[src/rtl/tt_pkg.sv]
package tt_pkg;
  localparam int CNT_W = 16;
  localparam int SEL_W = 4;
  localparam int STS_W = 2;

  localparam int OFF_CLK = 'h00;
  localparam int OFF_CNT = 'h0C;
  localparam int OFF_VAL = 'h18;
  localparam int OFF_INT = 'h24;
  localparam int OFF_STS = 'h54;
  localparam int OFF_IER = 'h60;
  localparam int CH_STRIDE = 4;

  typedef struct packed {
    logic             prescaleEn;
    logic [SEL_W-1:0] prescaleSel;
    logic             hold;
    logic             intervalMode;
    logic [CNT_W-1:0] intervalVal;
  } chanCfg_t;

  typedef struct packed {
    logic cntReset;
    logic statusClr;
  } chanStrobe_t;
endpackage

[src/rtl/tt_regs.sv]
module tt_regs
  import tt_pkg::*;
#(
  parameter int NUM_CH = 3,
  parameter int ADDR_W = 8,
  parameter int DATA_W = 32
) (
  input  logic                              clk,
  input  logic                              rstN,
  input  logic                              wrEn,
  input  logic                              rdEn,
  input  logic [ADDR_W-1:0]                 addr,
  input  logic [DATA_W-1:0]                 wrData,
  output logic [DATA_W-1:0]                 rdData,
  input  logic [NUM_CH-1:0][CNT_W-1:0]      countVal,
  input  logic [NUM_CH-1:0][STS_W-1:0]      statusVal,
  output chanCfg_t [NUM_CH-1:0]             cfgOut,
  output chanStrobe_t [NUM_CH-1:0]          strbOut,
  output logic [NUM_CH-1:0][STS_W-1:0]      ierOut
);
  localparam int CLK_W = SEL_W + 1;

  logic [NUM_CH-1:0][CLK_W-1:0] clkCtrlQ;
  logic [NUM_CH-1:0]            holdQ;
  logic [NUM_CH-1:0]            modeQ;
  logic [NUM_CH-1:0]            outDisQ;
  logic [NUM_CH-1:0][CNT_W-1:0] intervalQ;
  logic [NUM_CH-1:0][STS_W-1:0] ierQ;

  function automatic logic hitAt(input logic [ADDR_W-1:0] a, input int base, input int ch);
    return a == ADDR_W'(base + CH_STRIDE * ch);
  endfunction

  always_ff @(posedge clk) begin
    if (!rstN) begin
      clkCtrlQ  <= '0;
      holdQ     <= '1;
      modeQ     <= '0;
      outDisQ   <= '0;
      intervalQ <= '0;
      ierQ      <= '0;
    end else if (wrEn) begin
      for (int c = 0; c < NUM_CH; c++) begin
        if (hitAt(addr, OFF_CLK, c)) clkCtrlQ[c] <= wrData[CLK_W-1:0];
        if (hitAt(addr, OFF_CNT, c)) begin
          holdQ[c]   <= wrData[0];
          modeQ[c]   <= wrData[1];
          outDisQ[c] <= wrData[5];
        end
        if (hitAt(addr, OFF_INT, c)) intervalQ[c] <= wrData[CNT_W-1:0];
        if (hitAt(addr, OFF_IER, c)) ierQ[c] <= wrData[STS_W-1:0];
      end
    end
  end

  always_comb begin
    for (int c = 0; c < NUM_CH; c++) begin
      strbOut[c].cntReset       = wrEn && hitAt(addr, OFF_CNT, c) && wrData[4];
      strbOut[c].statusClr      = rdEn && hitAt(addr, OFF_STS, c);
      cfgOut[c].prescaleEn      = clkCtrlQ[c][0];
      cfgOut[c].prescaleSel     = clkCtrlQ[c][CLK_W-1:1];
      cfgOut[c].hold            = holdQ[c];
      cfgOut[c].intervalMode    = modeQ[c];
      cfgOut[c].intervalVal     = intervalQ[c];
    end
  end

  assign ierOut = ierQ;

  always_comb begin
    rdData = '0;
    for (int c = 0; c < NUM_CH; c++) begin
      if (hitAt(addr, OFF_CLK, c)) rdData = DATA_W'(clkCtrlQ[c]);
      if (hitAt(addr, OFF_CNT, c)) rdData = DATA_W'({outDisQ[c], 3'b000, modeQ[c], holdQ[c]});
      if (hitAt(addr, OFF_VAL, c)) rdData = DATA_W'(countVal[c]);
      if (hitAt(addr, OFF_INT, c)) rdData = DATA_W'(intervalQ[c]);
      if (hitAt(addr, OFF_STS, c)) rdData = DATA_W'(statusVal[c]);
      if (hitAt(addr, OFF_IER, c)) rdData = DATA_W'(ierQ[c]);
    end
  end

  // restart bit never visible on a counter-control read
  a_r4_no_readback: assert property (@(posedge clk) disable iff (!rstN)
    (rdEn && hitAt(addr, OFF_CNT, 0)) |-> !rdData[4]);
endmodule

[src/rtl/tt_channel.sv]
module tt_channel
  import tt_pkg::*;
#(
  parameter int WIDTH = CNT_W
) (
  input  logic              clk,
  input  logic              rstN,
  input  chanCfg_t          cfg,
  input  chanStrobe_t       strb,
  output logic [WIDTH-1:0]  count,
  output logic [STS_W-1:0]  status
);
  localparam int PRE_W = (1 << SEL_W) + 1;

  logic [PRE_W-1:0] pre;
  logic [PRE_W-1:0] preMask;
  logic             preTick, tick, wrapHit, setIntv, setOvf;

  always_comb begin
    preMask = (PRE_W'(1) << ({1'b0, cfg.prescaleSel} + 5'd1)) - PRE_W'(1);
    preTick = !cfg.prescaleEn || ((pre & preMask) == preMask);
    tick    = !cfg.hold && preTick;
    wrapHit = cfg.intervalMode ? (count >= WIDTH'(cfg.intervalVal)) : (count == '1);
    setIntv = tick && wrapHit && cfg.intervalMode && !strb.cntReset;
    setOvf  = tick && wrapHit && !cfg.intervalMode && !strb.cntReset;
  end

  always_ff @(posedge clk) begin
    if (!rstN) begin
      count  <= '0;
      pre    <= '0;
      status <= '0;
    end else begin
      if (strb.cntReset) begin
        count <= '0;
        pre   <= '0;
      end else begin
        if (!cfg.hold) pre <= pre + PRE_W'(1);
        if (tick) count <= wrapHit ? '0 : count + WIDTH'(1);
      end
      status <= (status & ~{STS_W{strb.statusClr}}) | {setOvf, setIntv};
    end
  end

  a_r3_hold: assert property (@(posedge clk) disable iff (!rstN)
    (cfg.hold && !strb.cntReset) |=> count == $past(count));
  a_r4_restart: assert property (@(posedge clk) disable iff (!rstN)
    strb.cntReset |=> count == '0);
  a_r6_interval_wrap: assert property (@(posedge clk) disable iff (!rstN)
    (cfg.intervalMode && !cfg.hold && preTick && count >= WIDTH'(cfg.intervalVal) && !strb.cntReset)
      |=> (count == '0) && status[0]);
  a_r5_overflow: assert property (@(posedge clk) disable iff (!rstN)
    (!cfg.intervalMode && !cfg.hold && preTick && count == '1 && !strb.cntReset)
      |=> (count == '0) && status[1]);
  a_r8_clear: assert property (@(posedge clk) disable iff (!rstN)
    (strb.statusClr && !setIntv && !setOvf) |=> status == '0);
endmodule

[src/rtl/tri_interval_timer.sv]
module tri_interval_timer
  import tt_pkg::*;
#(
  parameter int NUM_CH = 3,
  parameter int ADDR_W = 8,
  parameter int DATA_W = 32
) (
  input  logic              clk,
  input  logic              rstN,
  input  logic              busWrEn,
  input  logic              busRdEn,
  input  logic [ADDR_W-1:0] busAddr,
  input  logic [DATA_W-1:0] busWrData,
  output logic [DATA_W-1:0] busRdData,
  output logic [NUM_CH-1:0] irqOut
);
  chanCfg_t    [NUM_CH-1:0]            cfg;
  chanStrobe_t [NUM_CH-1:0]            strb;
  logic        [NUM_CH-1:0][CNT_W-1:0] countVal;
  logic        [NUM_CH-1:0][STS_W-1:0] statusVal;
  logic        [NUM_CH-1:0][STS_W-1:0] ier;

  tt_regs #(.NUM_CH(NUM_CH), .ADDR_W(ADDR_W), .DATA_W(DATA_W)) uRegs (
    .clk(clk), .rstN(rstN), .wrEn(busWrEn), .rdEn(busRdEn), .addr(busAddr),
    .wrData(busWrData), .rdData(busRdData), .countVal(countVal),
    .statusVal(statusVal), .cfgOut(cfg), .strbOut(strb), .ierOut(ier)
  );

  for (genvar c = 0; c < NUM_CH; c++) begin : gCh
    tt_channel #(.WIDTH(CNT_W)) uChan (
      .clk(clk), .rstN(rstN), .cfg(cfg[c]), .strb(strb[c]),
      .count(countVal[c]), .status(statusVal[c])
    );
    assign irqOut[c] = |(statusVal[c] & ier[c]);
  end

  // nothing pending means no interrupt
  a_r9_quiet: assert property (@(posedge clk) disable iff (!rstN)
    (statusVal[0] == '0) |-> !irqOut[0]);
endmodule

[config.mk]
export PLATFORM = sky130hd
export DESIGN_NAME = tri_interval_timer
export DESIGN_NICKNAME = d
export VERILOG_FILES = /design/src/rtl/tt_pkg.sv /design/src/rtl/tt_regs.sv /design/src/rtl/tt_channel.sv /design/src/rtl/tri_interval_timer.sv
export SDC_FILE = /design/constraint.sdc
export NUM_CORES = 1
export LEC_CHECK = 0
export BUFFER_PORTS_ARGS = -buffer_cell sky130_fd_sc_hd__buf_2
export CELL_PAD_IN_SITES_DETAIL_PLACEMENT = 1
export CELL_PAD_IN_SITES_GLOBAL_PLACEMENT = 1
export CORE_MARGIN = 8
export CORE_UTILIZATION = 41
export CTS_CLUSTER_SIZE = 16
export DETAILED_ROUTE_END_ITERATION = 16
export GPL_TIMING_DRIVEN = 0
export PLACE_DENSITY = 0.77
export SYNTH_ARGS = -nofsm -noshare
export SYNTH_HDL_FRONTEND = slang
export SYNTH_SLANG_ARGS = --single-unit
[constraint.sdc]
create_clock -name clk -period 4.9 [get_ports clk]
set_clock_uncertainty 0.1 [all_clocks]
set_input_delay 1.47 -clock clk [delete_from_list [all_inputs] [get_ports clk]]
set_output_delay 1.47 -clock clk [all_outputs]
set_load 0.05 [all_outputs]
======== Word level (Yosys, flattened, before mapping) ========
Index checks and enable logic that the tools add are counted.
word-level totals
  output and inout port bits .............. 35
  bits in registers ....................... 183
  word-level logic and storage cells ...... 169
  input port bits ......................... 44
operators by class
  mux-type cells .......................... 24
  reduce and logical (&&, ||, !) cells .... 61
  magnitude comparators ................... 3
  bitwise operators ....................... 16
  shifts and indexed selects .............. 3
  eq/ne operators ......................... 23
  add/subtract/negate cells ............... 12
operators by type and width
  kind                                                 number
  two-way mux 16 bit                                   19
  adder 17 x 1 -> 17 bit, second input constant        3
  AND 17 bit                                           3
  equality test 17 bit                                 3
  << shifter 1 x 5 -> 17 bit, first input constant     3
  subtractor 17 x 2 -> 17 bit, second input constant   3
  adder 16 x 1 -> 16 bit, second input constant        3
  equality test 16 bit, second input constant          3
  equality test 8 x 7 -> 1 bit, second input constant  6
  greater-or-equal comparator 16 bit                   3
  equality test 8 x 5 -> 1 bit, second input constant  4
  equality test 8 x 6 -> 1 bit, second input constant  4
  logical AND 1 bit                                    27
  AND reduction 2 bit                                  12
  equality test 8 x 4 -> 1 bit, second input constant  2
  adder 4 x 1 -> 5 bit, second input constant          3
  AND 2 bit                                            6
  zero test 1 bit                                      12
  OR reduction 2 bit                                   6
  equality test 8 x 3 -> 1 bit, second input constant  1
  zero test 8 bit                                      1
  two-way mux 6 bit                                    1
  NOT 2 bit                                            3
  bitwise OR 2 bit                                     3
  4 further kinds                                      8

======== Logic depth before layout (Yosys ltp) ========
Gate-level depths: netlist (run 1).
  depth after elaboration ................. 19
  mapped depth ............................ 14
  depth with buffers taken out ............ 10

======== Modules after synthesis ========
Synthesis (run 1) repeated with hierarchy kept, for this count alone.
second synthesis, totals
  cells, all modules ...................... 1469
  area, all modules ....................... 11668.7 um^2
by module, submodules not included
  module                         sequential area each (um^2)  area an instance (um^2)  cells an instance  instances
  tt_channel (gCh[1].uChan ...)  700.7                        2374.8                   295                2
  tt_regs                        1561.5                       4381.7                   566                1
  tt_channel (gCh[0].uChan)      700.7                        2511.2                   310                1
  tri_interval_timer             0.0                          26.3                     3                  1

======== Worst setup path before layout (run 1) ========
Ideal clock, no wire load.
  path kind ............................... input-to-output
  start point ............................. in busAddr[2]
  end point ............................... out busRdData[1]
  buffers on the path ..................... 2
  path slack .............................. -1.038 ns
  stages on the path ...................... 8
  data arrival time ....................... 4.368 ns
  path through ............................ clkbuf_1 > or4b_2 > clkbuf_1 > nor2_1 > a221oi_1 > a21oi_1 > o21ai_0 > a221oi_1
between the ends
  word-level cells in the longest chain between the ends .. 19
  elaborated cells between the ends (all ways) .. 36
  those cells by class .................... eq/ne (17); mux (18); reduce/logical (1)
ends and longest elaborated chain
  what                    line                      RTL
  from (decl)             tri_interval_timer.sv:12  input logic [ADDR_W-1:0] busAddr,
  zero test 8 bit         tt_regs.sv:31             return a == ADDR_W'(base + CH_STRIDE * ch);
  two-way mux 5 bit       tt_regs.sv:73             if (hitAt(addr, OFF_CLK, c)) rdData = DATA_W'(clkCtrlQ[c]);
  two-way mux 6 bit       tt_regs.sv:74             if (hitAt(addr, OFF_CNT, c)) rdData = DATA_W'({outDisQ[c], 3'b000, modeQ[c], holdQ[c]});
  two-way mux 16 bit      tt_regs.sv:75             if (hitAt(addr, OFF_VAL, c)) rdData = DATA_W'(countVal[c]);
  two-way mux 16 bit      tt_regs.sv:76             if (hitAt(addr, OFF_INT, c)) rdData = DATA_W'(intervalQ[c]);
  two-way mux 16 bit      tt_regs.sv:77             if (hitAt(addr, OFF_STS, c)) rdData = DATA_W'(statusVal[c]);
  two-way mux 16 bit      tt_regs.sv:78             if (hitAt(addr, OFF_IER, c)) rdData = DATA_W'(ierQ[c]);
  two-way mux 16 bit      tt_regs.sv:73
  [... 3 more ...]        --
  two-way mux 16 bit      tt_regs.sv:77
  two-way mux 16 bit      tt_regs.sv:78
  two-way mux 16 bit      tt_regs.sv:73
  two-way mux 16 bit      tt_regs.sv:74
  two-way mux 16 bit      tt_regs.sv:75
  two-way mux 16 bit      tt_regs.sv:76
  two-way mux 16 bit      tt_regs.sv:77
  two-way mux 16 bit (*)  tt_regs.sv:78
  to (decl)               tri_interval_timer.sv:14  output logic [DATA_W-1:0] busRdData,
Mark *: on every way between the ends. The rest lies on a longest branch, timed or not.

======== Worst setup path in the final report (run 1) ========
  start point ............................. in busAddr[5]
  end point ............................... out busRdData[1]
The elaborated chain is that of the path after synthesis.

==> results of run 1 <==
[worst max-delay path, stage by stage]
cell and delay [ns]:
buf_4 0.14, or4b_4 0.59, nor2_4 0.18, a22o_1 0.21
a221oi_4 0.06, a21oi_2 0.22, o21ai_2 0.11, a221oi_4 0.34
buf_6 0.21
[placed cells by master (no fill, tap or decap), types with 6 or more instances in the layout]
cell type / count
a31oi_1: 9
dfxtp_1: 183
nand2_1: 210
o21ai_0: 46
a221o_1: 6
mux2i_1: 12
buf_2: 24
a22o_1: 6
o31ai_1: 28
a211oi_1: 21
buf_4: 49
conb_1: 19
clkbuf_1: 62
xor2_1: 25
nor2_1: 99
a21o_1: 9
or3_1: 25
and2_1: 9
ha_1: 57
nor4_1: 6
nand3_2: 9
clkbuf_4: 6
nand3_1: 71
xnor2_1: 20
a22oi_1: 40
buf_6: 11
a21oi_1: 132
inv_6: 7
and3_1: 23
clkbuf_16: 19
inv_1: 82
or4_1: 27
nor2_4: 11
nand4_1: 13
nor2b_1: 15
nand2b_1: 10
nor3_1: 18
[what timing repair did]
item / CTS / global route
setup buffers: 20 / 14
pin swaps: 20 / 14
setup endpoints to repair: 16 / 16
gates resized for setup: 51 / 32
[final cells by class]
class,instances,area (um2)
Timing Repair Buffer,71,583
Clock buffer,19,453
Inverter,83,312
Multi-Input combinational cell,1073,6730
Sequential cell,183,3660
Fill cell,3231,13200
Tap cell,335,419
Clock inverter,13,124
Buffer,95,498
[sequential cells by signal, summed over array words and instances (netlist names)]
register	flops
uRegs.outDisQ	3
uRegs.cfgOut	63
gCh.uChan.pre	51
gCh.uChan.count	48
uRegs.ierOut	6
uRegs.holdQ	3
gCh.uChan.status	6
uRegs.modeQ	3
[Yosys cell counts, types with 4 or more instances]
| cell type | count |
|---|---|
| nor3_1 | 18 |
| inv_1 | 82 |
| a22oi_1 | 40 |
| nand3_1 | 80 |
| clkbuf_1 | 79 |
| a31oi_1 | 9 |
| nor4b_1 | 7 |
| nand4_1 | 13 |
| or4b_2 | 4 |
| nor4_1 | 7 |
| a21oi_1 | 134 |
| or3_1 | 25 |
| nand2_1 | 210 |
| a221o_1 | 6 |
| o22ai_1 | 6 |
| and4_1 | 4 |
| nor2b_1 | 15 |
| nand2b_1 | 10 |
| and2_1 | 9 |
| nor3b_1 | 4 |
| a221oi_1 | 5 |
| buf_4 | 16 |
| and3_1 | 23 |
| a211oi_1 | 21 |
| or4_1 | 29 |
| a21o_1 | 9 |
| o31ai_1 | 29 |
| o21ai_0 | 48 |
| a22o_1 | 6 |
| a2111oi_0 | 5 |
| a222oi_1 | 4 |
| mux2i_1 | 12 |
| xnor2_1 | 20 |
| dfxtp_1 | 183 |
| ha_1 | 57 |
| nor2_1 | 112 |
| xor2_1 | 25 |
[per-layer routing]
layer / global-route usage, % / vias up / share of wire [%]
met4: 7.20 / 0 / 2.2
met3: 3.11 / 66 / 5.4
met1: 31.0 / 5414 / 45
met5: 0 / - / 0
li1: - / 5264 / -
met2: 39.1 / 286 / 47
[path summary, 6_finish.rpt]
kind / to / slack (ns) / cells after the start
worst max register to register: gCh[1].uChan.count[1]$_SDFFE_PP0P_ / 0.56 / 14
worst min register to register: uRegs.cfgOut[29]$_SDFFE_PN0P_ / 0.38 / 2
worst max-delay path: busRdData[1] / -0.19 / 9
worst min-delay path: uRegs.cfgOut[29]$_SDFFE_PN0P_ / 0.38 / 2
[where the power goes]
| part | leakage, nW | switching (mW) | total (mW) | internal [mW] |
|---|---|---|---|---|
| clock network | 0.288 | 0.696 | 1.40 | 0.705 |
| logic | 2.80 | 0.122 | 0.170 | 0.0482 |
| registers | 1.47 | 0.00110 | 1.49 | 1.49 |
| total | 4.57 | 0.819 | 3.06 | 2.24 |
[through the flow]
| stage | utilization (%) | worst slack, ns | power, mW | TNS (ns) | area (um2) |
|---|---|---|---|---|---|
| after global routing | 49.2 | -0.226 | 3.14 | -0.541 | 12800 |
| final | 49.2 | -0.195 | 3.06 | -0.330 | 12800 |
| after detailed placement | 45.0 | -0.771 | 1.67 | -9.22 | 11700 |
| after global placement | 45.0 | -0.784 | 1.67 | -8.84 | 11700 |
| after CTS | 48.6 | -0.0982 | 3.07 | -0.233 | 12600 |
| after floorplan | - | -0.158 | 1.62 | -0.158 | 11100 |
[logic make-up after synthesis]
group	count (synthesis)
AO/OA/AOI/OAI	357
buffers and inverters	183
XOR/XNOR	45
multiplexers	12
flip-flops	183
adder cells (fa/ha/maj)	59
AND/OR/NAND/NOR	581
other	2
==> metrics.md, run 1 <==
| Metric | Value |
|---|---|
| Post-Synth Adder-Cell Area | 6.79% |
| Die width | 178 um |
| PwrDens | 239 nW/um2 |
| Final period util | 104% |
| Worst Slack Setup Final | -0.195 ns |
| DR vias/cell | 5.89 |
| Failing checks | negative setup slack |
| RSZ-0062 raised after global routing | yes |
| TritonRoute pass-1 iters | 5 |
| Share of cells above drive strength 1 | 11.8% |
| Starting Density | 41.5% |
| Clk_lat worst skew | roughly 0.46 ns |
| Residual DRC count | 0 |
| GRT overflow | 0 |
| Multiplexer share of the synthesized area | between 1 and 1.5% |
| Ant diodes | 0 |
| Cell Area, Synth | 10800 um2 |
| CP arrival | 3.52 ns |
| Crit path required time | 3.33 ns |
| Origin of the worst setup path | busAddr[5] |
| Hold wc startpoint | uRegs.cfgOut[29]$_SDFFE_PN0P_ |
| All-layer global routing usage | 23.4% |
| Post-Synth XOR/XNOR Area | 3.65% |
| Avg Cell Area, Syn | 7.59 um2 |
| Critical path class | input pin to output port |
| Hold-fix buffers, CTS | 0 |
| Ports | 79 |
| Die Span Y | 178 um |
| Post-synth EDFFs | 0 |
| CTS tree | built |
| Startpoint class of the critical path | input pin |
| Synth top area cells | dfxtp_1, nand2_1, ha_1 |
| Compound-Gate Fraction of Synth Area | 21.3% |
| Largest family of logic cells by synthesized area | simple AND/OR/NAND/NOR gates |
| Final-stage net count | 1625 |
| Yosys top cell area share | 33.9% |
| Root Buffer | clkbuf_16 |
| # setup viols final | 4 |
| GPL Wtd Cong | 0.912 |
| FFs w/ async S/R, synth | 0% |
| Synth Area in Simple Gates | 26.1% |
| Yosys Warn Count | 0 |
| Std-Cell Rows | 59 |
| Post-Syn Instances | 1422 |
| Status | finished, violations left |
| CTS Buffer Depth | 2 |
| H-tree Lvls | 4 |
| Register clock-pin slew on the reported worst setup and hold paths | 0.08 ns |
| Slew of the pin with the lowest slew margin | roughly 0.95 ns |
| Routed len/inst | between 20 and 25 um |
| Core area | 26000 um2 |
| TritonCTS Buffers | 17 |
| VDD IR max | 0.000194 V |
| Die area | around 32000 um2 |
| Initial detailed-routing violation count | 770 |
| CP Capture Type | output port |
| DP HPWL | 27800 um |
| Sink Count | between 150 and 200 |
| Max cap viols | 0 |
| Max Slew Vio Count | 0 |
| Final Non-Filler Cells | 1872 |
| Ys flop type | dfxtp_1 |
| Final hold viol count | 0 |
| Worst slew margin | 35.1% |
| Placed instance count | 1813 |
| Flip-flop and latch count after synthesis | 183 |
| Clock period minus worst slack | 5.09 ns |
| Largest net degree at the start of global routing | 19 |
| Lkg Pwr | 4.57 nW |
| Leading area contributor after synthesis | dfxtp_1 |
| Total Wirelength | between 30000 and 40000 um |
| Max Fclk | ~0.20 GHz |
| Initial antenna violation count | 1 |
| Worst-path maximum fanout | 8 |
| Vias after detailed routing | 11000 |
| WHS | 0.376 ns |
| Worst Hold Class | flop to flop |
| IO buf count | 39 |
| Post-detailed-route count of antenna-violating nets | 0 |
| Synth unique cells | 71 |
| RR Startpoint | uRegs.cfgOut[44]$_SDFFE_PN0P_ |
| Seq/Total Area, Yosys | 33.9% |
| Via count of the first global-routing pass | 11000 |
| Layout area overhead | 18.4% |
| First-pass GRT wire length | between 50000 and 60000 um |
Note: power is estimated with default switching activity, not from simulation.
==> run 2: changes to the inputs <==
--- a/config.mk
+++ b/config.mk
@@ -14,6 +14,7 @@
 export DETAILED_ROUTE_END_ITERATION = 16
 export GPL_TIMING_DRIVEN = 0
 export PLACE_DENSITY = 0.77
+export SETUP_SLACK_MARGIN = 0.02
 export SYNTH_ARGS = -nofsm -noshare
 export SYNTH_HDL_FRONTEND = slang
 export SYNTH_SLANG_ARGS = --single-unit
==> metrics.md, run 2 (synthesized netlist as in run 1, its figures left out) <==
| Metric | Value |
|---|---|
| Register clock-pin slew on the reported worst setup and hold paths | 0.07 ns (about the same) |
| DP HPWL | 28200 um (+1.6%) |
| CTS tree | built |
| All-layer global routing usage | 24.0% (+0.56 points) |
| CP Capture Type | output port |
| Hold wc startpoint | uRegs.cfgOut[48]$_SDFFE_PN0P_ |
| CP arrival | 3.54 ns (+0.02 ns) |
| CTS Buffer Depth | 2 (unchanged) |
| Startpoint class of the critical path | input pin |
| Clk_lat worst skew | 0.45 ns (about the same) |
| Max Slew Vio Count | 0 (unchanged) |
| Worst-path maximum fanout | 8 (unchanged) |
| TritonRoute pass-1 iters | 6 (+1) |
| Worst-path cell chain | buf_4, or4_4, buf_8, nor2_4, a22o_1, a221oi_2, a21oi_2, o21ai_2, a221oi_4, buf_6 |
| Initial detailed-routing violation count | 831 (+7.9%) |
| Commonest cells after routing, fill and taps aside | nand2_1, dfxtp_1, a21oi_1 |
| Final hold viol count | 0 (unchanged) |
| Final Non-Filler Cells | 1867 (-0.27%) |
| Origin of the worst setup path | busAddr[5] |
| Crit path required time | 3.33 ns (about the same) |
| RSZ-0062 raised after global routing | yes |
| Worst Slack Setup Final | -0.209 ns (-0.0142 ns) |
| GRT overflow | 0 (unchanged) |
| Clock period minus worst slack | 5.11 ns (+0.0142 ns) |
| Failing checks | negative setup slack |
| Worst Hold Class | flop to flop |
| TritonCTS Buffers | 17 (unchanged) |
| Critical path class | input pin to output port |
| Final Core Density | 49.1% (-0.087 points) |
| Die area | 31800 um2 (unchanged) |
| Ports | 79 (unchanged) |
| Multi-input gate area | 6730 um2 (-0.13%) |
| Sink Count | 183 (unchanged) |
| Commonest non-fill, non-tap cell in the layout | nand2_1 |
| Placed instance count | 1813 (unchanged) |
| IO buf count | 39 (unchanged) |
| Max Fclk | 0.196 GHz (-0.28%) |
| Slowest stage delay, CP | 0.53 ns (-0.06 ns) |
| Die Span Y | 178 um (unchanged) |
| Lkg Pwr | 4.56 nW (-0.22%) |
| Root Buffer | clkbuf_16 |
| RR Startpoint | uRegs.cfgOut[65]$_SDFFE_PN0P_ |
| Layout area overhead | 18.2% |
| Final-stage net count | 1620 (-0.31%) |
| Largest net degree at the start of global routing | 18 (-1) |
| Post-detailed-route count of antenna-violating nets | 0 (unchanged) |
| Fill cells | 3167 (-2.0%) |
| Ant diodes | 0 (unchanged) |
| Storage cell area | 3660 um2 (unchanged) |
| # setup viols final | 4 (unchanged) |
| PwrDens | 252 nW/um2 (+5.4%) |
| Max reg flops | 63 (unchanged) |
| First-pass GRT wire length | 60400 um (+1.4%) |
| Share of cells above drive strength 1 | 11.4% (-0.42 points) |
| Core area | 26000 um2 (unchanged) |
| Hold-fix buffers, CTS | 0 (unchanged) |
| Slowest CP cell | or4_4 |
| Residual DRC count | 0 (unchanged) |
| Slew of the pin with the lowest slew margin | 1.04 ns (+0.0926 ns) |
| Vias after detailed routing | 11000 (unchanged) |
| Routed len/inst | 20.5 um (+2.2%) |
| H-tree Lvls | 4 (unchanged) |
| Status | finished, violations left |
| Max cap viols | 0 (unchanged) |
| VDD IR max | 0.000224 V (+16%) |
| Worst slew margin | 28.8% (-6.3 points) |
| Total Wirelength | 38300 um (+1.9%) |
| Starting Density | 41.5% (unchanged) |
| Die width | 178 um (unchanged) |
| Via count of the first global-routing pass | 11100 (+1.1%) |
| Initial antenna violation count | 0 (-1) |
| Final Power | 3.22 mW (+5.2%) |
| GPL Wtd Cong | 0.877 (-3.9%) |
| Std-Cell Rows | 59 (unchanged) |
| Final period util | 104% (+0.29 points) |
| DR vias/cell | 5.91 (+0.27%) |
run 2: metrics by stage:
stage          setup slack, ns  TNS [ns]  instance area, um2  hold WS (ns)
2_1_floorplan           -0.158    -0.158               11100         0.336
3_3_place_gp            -0.774     -8.58               11700         0.344
3_5_place_dp            -0.820     -9.11               11700         0.354
4_1_cts                 -0.142    -0.249               12700         0.367
5_1_grt                 -0.237    -0.718               12800         0.383
6_report                -0.209    -0.492               12800         0.380
run 2: power breakdown:
part / switching, mW / internal (mW) / leakage, nW
Sequential: 0.00109 / 1.49 / 1.47
Combinational: 0.127 / 0.0449 / 2.77
Clock: 0.675 / 0.885 / 0.308
Total: 0.802 / 2.42 / 4.56
run 2: path summary, 6_finish.rpt:
path	endpoint	slack (ns)	depth (start not counted)
max	busRdData[1]	-0.21	10
min	uRegs.cfgOut[48]$_SDFFE_PN0P_	0.38	2
max reg2reg	gCh[2].uChan.count[11]$_SDFFE_PP0P_	0.41	14
min reg2reg	uRegs.cfgOut[48]$_SDFFE_PN0P_	0.38	2
run 2: final cells by class:
class	instances	share of cell area, %
multi-input cells	1073	52.7
inverters	83	2.44
plain buffers	97	4.03
flip-flops and latches	183	28.7
repair buffers	64	3.77
clock buffers	18	3.44
well taps	335	3.28
clock inverters	14	1.64
run 2: timing repair:
action                     CTS  global route
setup endpoints to repair   16            16
setup buffers               18             7
resized for setup           55            25
pin swaps                   19            13
cloned                       1             0
run 2: critical path, delay by kind of cell:
| kind | cells | cell delay (ns) |
|---|---|---|
| AND/OR/NAND/NOR | 2 | 0.68 |
| buffers and inverters | 3 | 0.51 |
| AO/OA/AOI/OAI | 5 | 0.87 |
run 2: metal layers:
layer / GRT usage [%] / routed length [um]
met5: 0 / 0
met4: 7.68 / 899
met3: 3.85 / 2210
met2: 39.5 / 18100
met1: 31.6 / 17100
==> run 3: changes to the inputs <==
--- a/config.mk
+++ b/config.mk
@@ -13,7 +13,7 @@
 export CTS_CLUSTER_SIZE = 16
 export DETAILED_ROUTE_END_ITERATION = 16
 export GPL_TIMING_DRIVEN = 0
-export PLACE_DENSITY = 0.77
+export PLACE_DENSITY_LB_ADDON = 0.1
 export SETUP_SLACK_MARGIN = 0.02
 export SYNTH_ARGS = -nofsm -noshare
 export SYNTH_HDL_FRONTEND = slang
==> constraint.sdc (replaced) <==
create_clock -name clk -period 4.9 [get_ports clk]
set_clock_uncertainty 0.1 [all_clocks]
set_input_delay 1.47 -clock clk [delete_from_list [all_inputs] [get_ports clk]]
set_output_delay 1.47 -clock clk [all_outputs]
set_load 0.1 [all_outputs]
==> metrics.md, run 3 (synthesized netlist as in run 1, its figures left out) <==
| Metric | Value |
|---|---|
| Startpoint class of the critical path | input pin |
| Final Non-Filler Cells | 1889 (+1.2%) |
| Final period util | 105% (+0.81 points) |
| Total Wirelength | 38800 um (+1.4%) |
| Max Slew Vio Count | 0 (unchanged) |
| H-tree Lvls | 4 (unchanged) |
| IO buf count | 39 (unchanged) |
| Clk_lat worst skew | 0.45 ns (about the same) |
| Worst-path maximum fanout | 7 (-1) |
| Post-detailed-route count of antenna-violating nets | 0 (unchanged) |
| First-pass GRT wire length | 60400 um (unchanged) |
| Failing checks | negative setup slack |
| GPL Wtd Cong | 0.878 (+0.18%) |
| CTS tree | built |
| DR vias/cell | 5.83 (-1.3%) |
| WHS Path Cells | 2 (unchanged) |
| Critical path class | input pin to output port |
| CTS Buffer Depth | 2 (unchanged) |
| Core area | 26000 um2 (unchanged) |
| Std-Cell Rows | 59 (unchanged) |
| Share of cells above drive strength 1 | 13.8% (+2.5 points) |
| Hold wc startpoint | uRegs.outDisQ[1]$_SDFFE_PN0P_ |
| R2R Setup Slk | 0.54 ns (+0.13 ns) |
| Initial detailed-routing violation count | 778 (-6.4%) |
| Max reg flops | 63 (unchanged) |
| Lkg Pwr | 4.75 nW (+4.4%) |
| Pre-CTS setup slack | -1.01 ns (-0.185 ns) |
| Final Power | 3.22 mW (about the same) |
| Reg-to-Reg End | gCh[2].uChan.count[0]$_SDFFE_PP0P_ |
| Largest net degree at the start of global routing | 20 (+2) |
| Initial antenna violation count | 0 (unchanged) |
| Slew of the pin with the lowest slew margin | 1.05 ns (+0.00526 ns) |
| FF-to-FF path depth | 13 (-1) |
| End of the worst hold path | uRegs.outDisQ[1]$_SDFFE_PN0P_ |
| Status | finished, violations left |
| # setup viols final | 4 (unchanged) |
| Slowest stage delay, CP | 0.63 ns (+0.10 ns) |
| Root Buffer | clkbuf_16 |
| Worst Hold Class | flop to flop |
| Die Span Y | 178 um (unchanged) |
| Max Fclk | 0.194 GHz (-0.77%) |
| Commonest non-fill, non-tap cell in the layout | nand2_1 |
| Register clock-pin slew on the reported worst setup and hold paths | 0.07 ns (about the same) |
| Starting Density | 41.5% (unchanged) |
| Clock period minus worst slack | 5.15 ns (+0.0395 ns) |
| Sink Count | 183 (unchanged) |
| CP arrival | 3.58 ns (+0.04 ns) |
| TritonCTS Buffers | 17 (unchanged) |
| TritonRoute pass-1 iters | 5 (-1) |
| Slowest CP cell | or4b_4 |
| Final hold viol count | 0 (unchanged) |
| Placed instance count | 1813 (unchanged) |
| RSZ-0062 raised after global routing | yes |
| Crit path required time | 3.33 ns (about the same) |
| Setup TNS | -0.587 ns (-0.0954 ns) |
| DP HPWL | 27900 um (-1.2%) |
| Layout area overhead | 23.5% |
| Max cap viols | 0 (unchanged) |
| Die width | 178 um (unchanged) |
| Worst slew margin | 28.4% (-0.36 points) |
| Worst Slack Setup Final | -0.249 ns (-0.0395 ns) |
| Ant diodes | 0 (unchanged) |
| Residual DRC count | 0 (unchanged) |
| All-layer global routing usage | 23.9% (-0.085 points) |
| Vias after detailed routing | 11000 (-0.17%) |
| Die area | 31800 um2 (unchanged) |
| Cell repeated most along the worst path | buf_12 |
| Ports | 79 (unchanged) |
| Final-stage net count | 1642 (+1.4%) |
| PwrDens | 241 nW/um2 (-4.2%) |
| CP Capture Type | output port |
| Fill cells | 3169 (+0.063%) |
| Commonest cells after routing, fill and taps aside | nand2_1, dfxtp_1, a21oi_1 |
| WHS | 0.369 ns (-0.0112 ns) |
| Critical path buffers and inverters | 2 (-1) |
| Via count of the first global-routing pass | 10900 (-2.5%) |
| GRT overflow | 0 (unchanged) |
| RR Startpoint | uRegs.cfgOut[66]$_SDFFE_PN0P_ |
| Crit path max-delay family | compound AO/OA/AOI/OAI gates |
| VDD IR max | 0.000215 V (-4.2%) |
| Routed len/inst | 20.5 um (+0.19%) |
| Worst-path cell chain | buf_12, or4b_4, nor2_4, a22o_1, a221oi_2, a21oi_1, o21ai_2, a221oi_4, buf_12 |
[run 3: changes by cell type in the layout (fill, tap and decap cells not counted), moves of 10 or more]
| cell | delta |
|---|---|
| a22oi_1 | -10 |
| nand3_2 | -10 |
| nand3_4 | +10 |
| a22oi_2 | +10 |
| buf_12 | +18 |
| buf_4 | +12 |
[run 3: timing repair]
| action | CTS | global route |
|---|---|---|
| hold endpoints to repair | 0 | 0 |
| pin swaps | 26 | 28 |
| cloned | 0 | 0 |
| setup endpoints to repair | 16 | 16 |
| hold buffers | 0 | 0 |
| buffers inserted | 27 | 26 |
| resized for setup | 103 | 51 |
[run 3: worst max path at each step]
stage                           from            to  depth (start not counted)
after CTS                 busAddr[0]  busRdData[1]                         10
after global routing      busAddr[7]  busRdData[1]                          9
after floorplan           busAddr[1]  busRdData[1]                          9
final                     busAddr[7]  busRdData[1]                          9
after detailed placement  busAddr[6]  busRdData[1]                          9
after global placement    busAddr[6]  busRdData[1]                          9
[run 3: worst register-to-register path: stages, from the launching register on]
cell	delay [ns]
dfxtp_1	0.40
clkbuf_1	0.48
nor4_1	0.15
inv_1	0.10
ha_1	0.16
clkbuf_1	0.35
and3b_1	0.24
a21oi_1	0.13
a211oi_1	0.09
nor4_1	0.27
a31oi_1	0.29
a221oi_1	0.85
clkbuf_1	0.50
nor3_1	0.12
[run 3: through the flow]
stage / cell area [um2] / utilization (%)
floorplan: 11200 / -
global placement: 11800 / 45.3
detailed placement: 11800 / 45.3
CTS: 13000 / 50.0
global route: 13300 / 51.3
finish: 13300 / 51.3
[run 3: layout make-up]
type                            count  area (um2)  share of cell area [%]
Buffer                             94         504                    3.78
Clock buffer                       17         425                    3.19
Clock inverter                     15         208                    1.56
Inverter                           83         312                    2.34
Multi-Input combinational cell   1073        6920                    51.9
Sequential cell                   183        3660                    27.5
Tap cell                          335         419                    3.14
Timing Repair Buffer               89         880                    6.60
[run 3: power by group]
part / internal, mW / total [mW] / switching (mW) / leakage (nW)
clock network: 0.789 / 1.52 / 0.734 / 0.306
registers: 1.49 / 1.49 / 0.00111 / 1.47
logic: 0.0548 / 0.209 / 0.154 / 2.98
[run 3: metal layers]
layer	wire length (um)	up-vias	GRT usage, %
met4	781	0	6.68
met5	0	-	0
met2	18000	255	38.7
li1	-	5295	-
met3	1800	55	3.70
met1	18300	5406	32.5
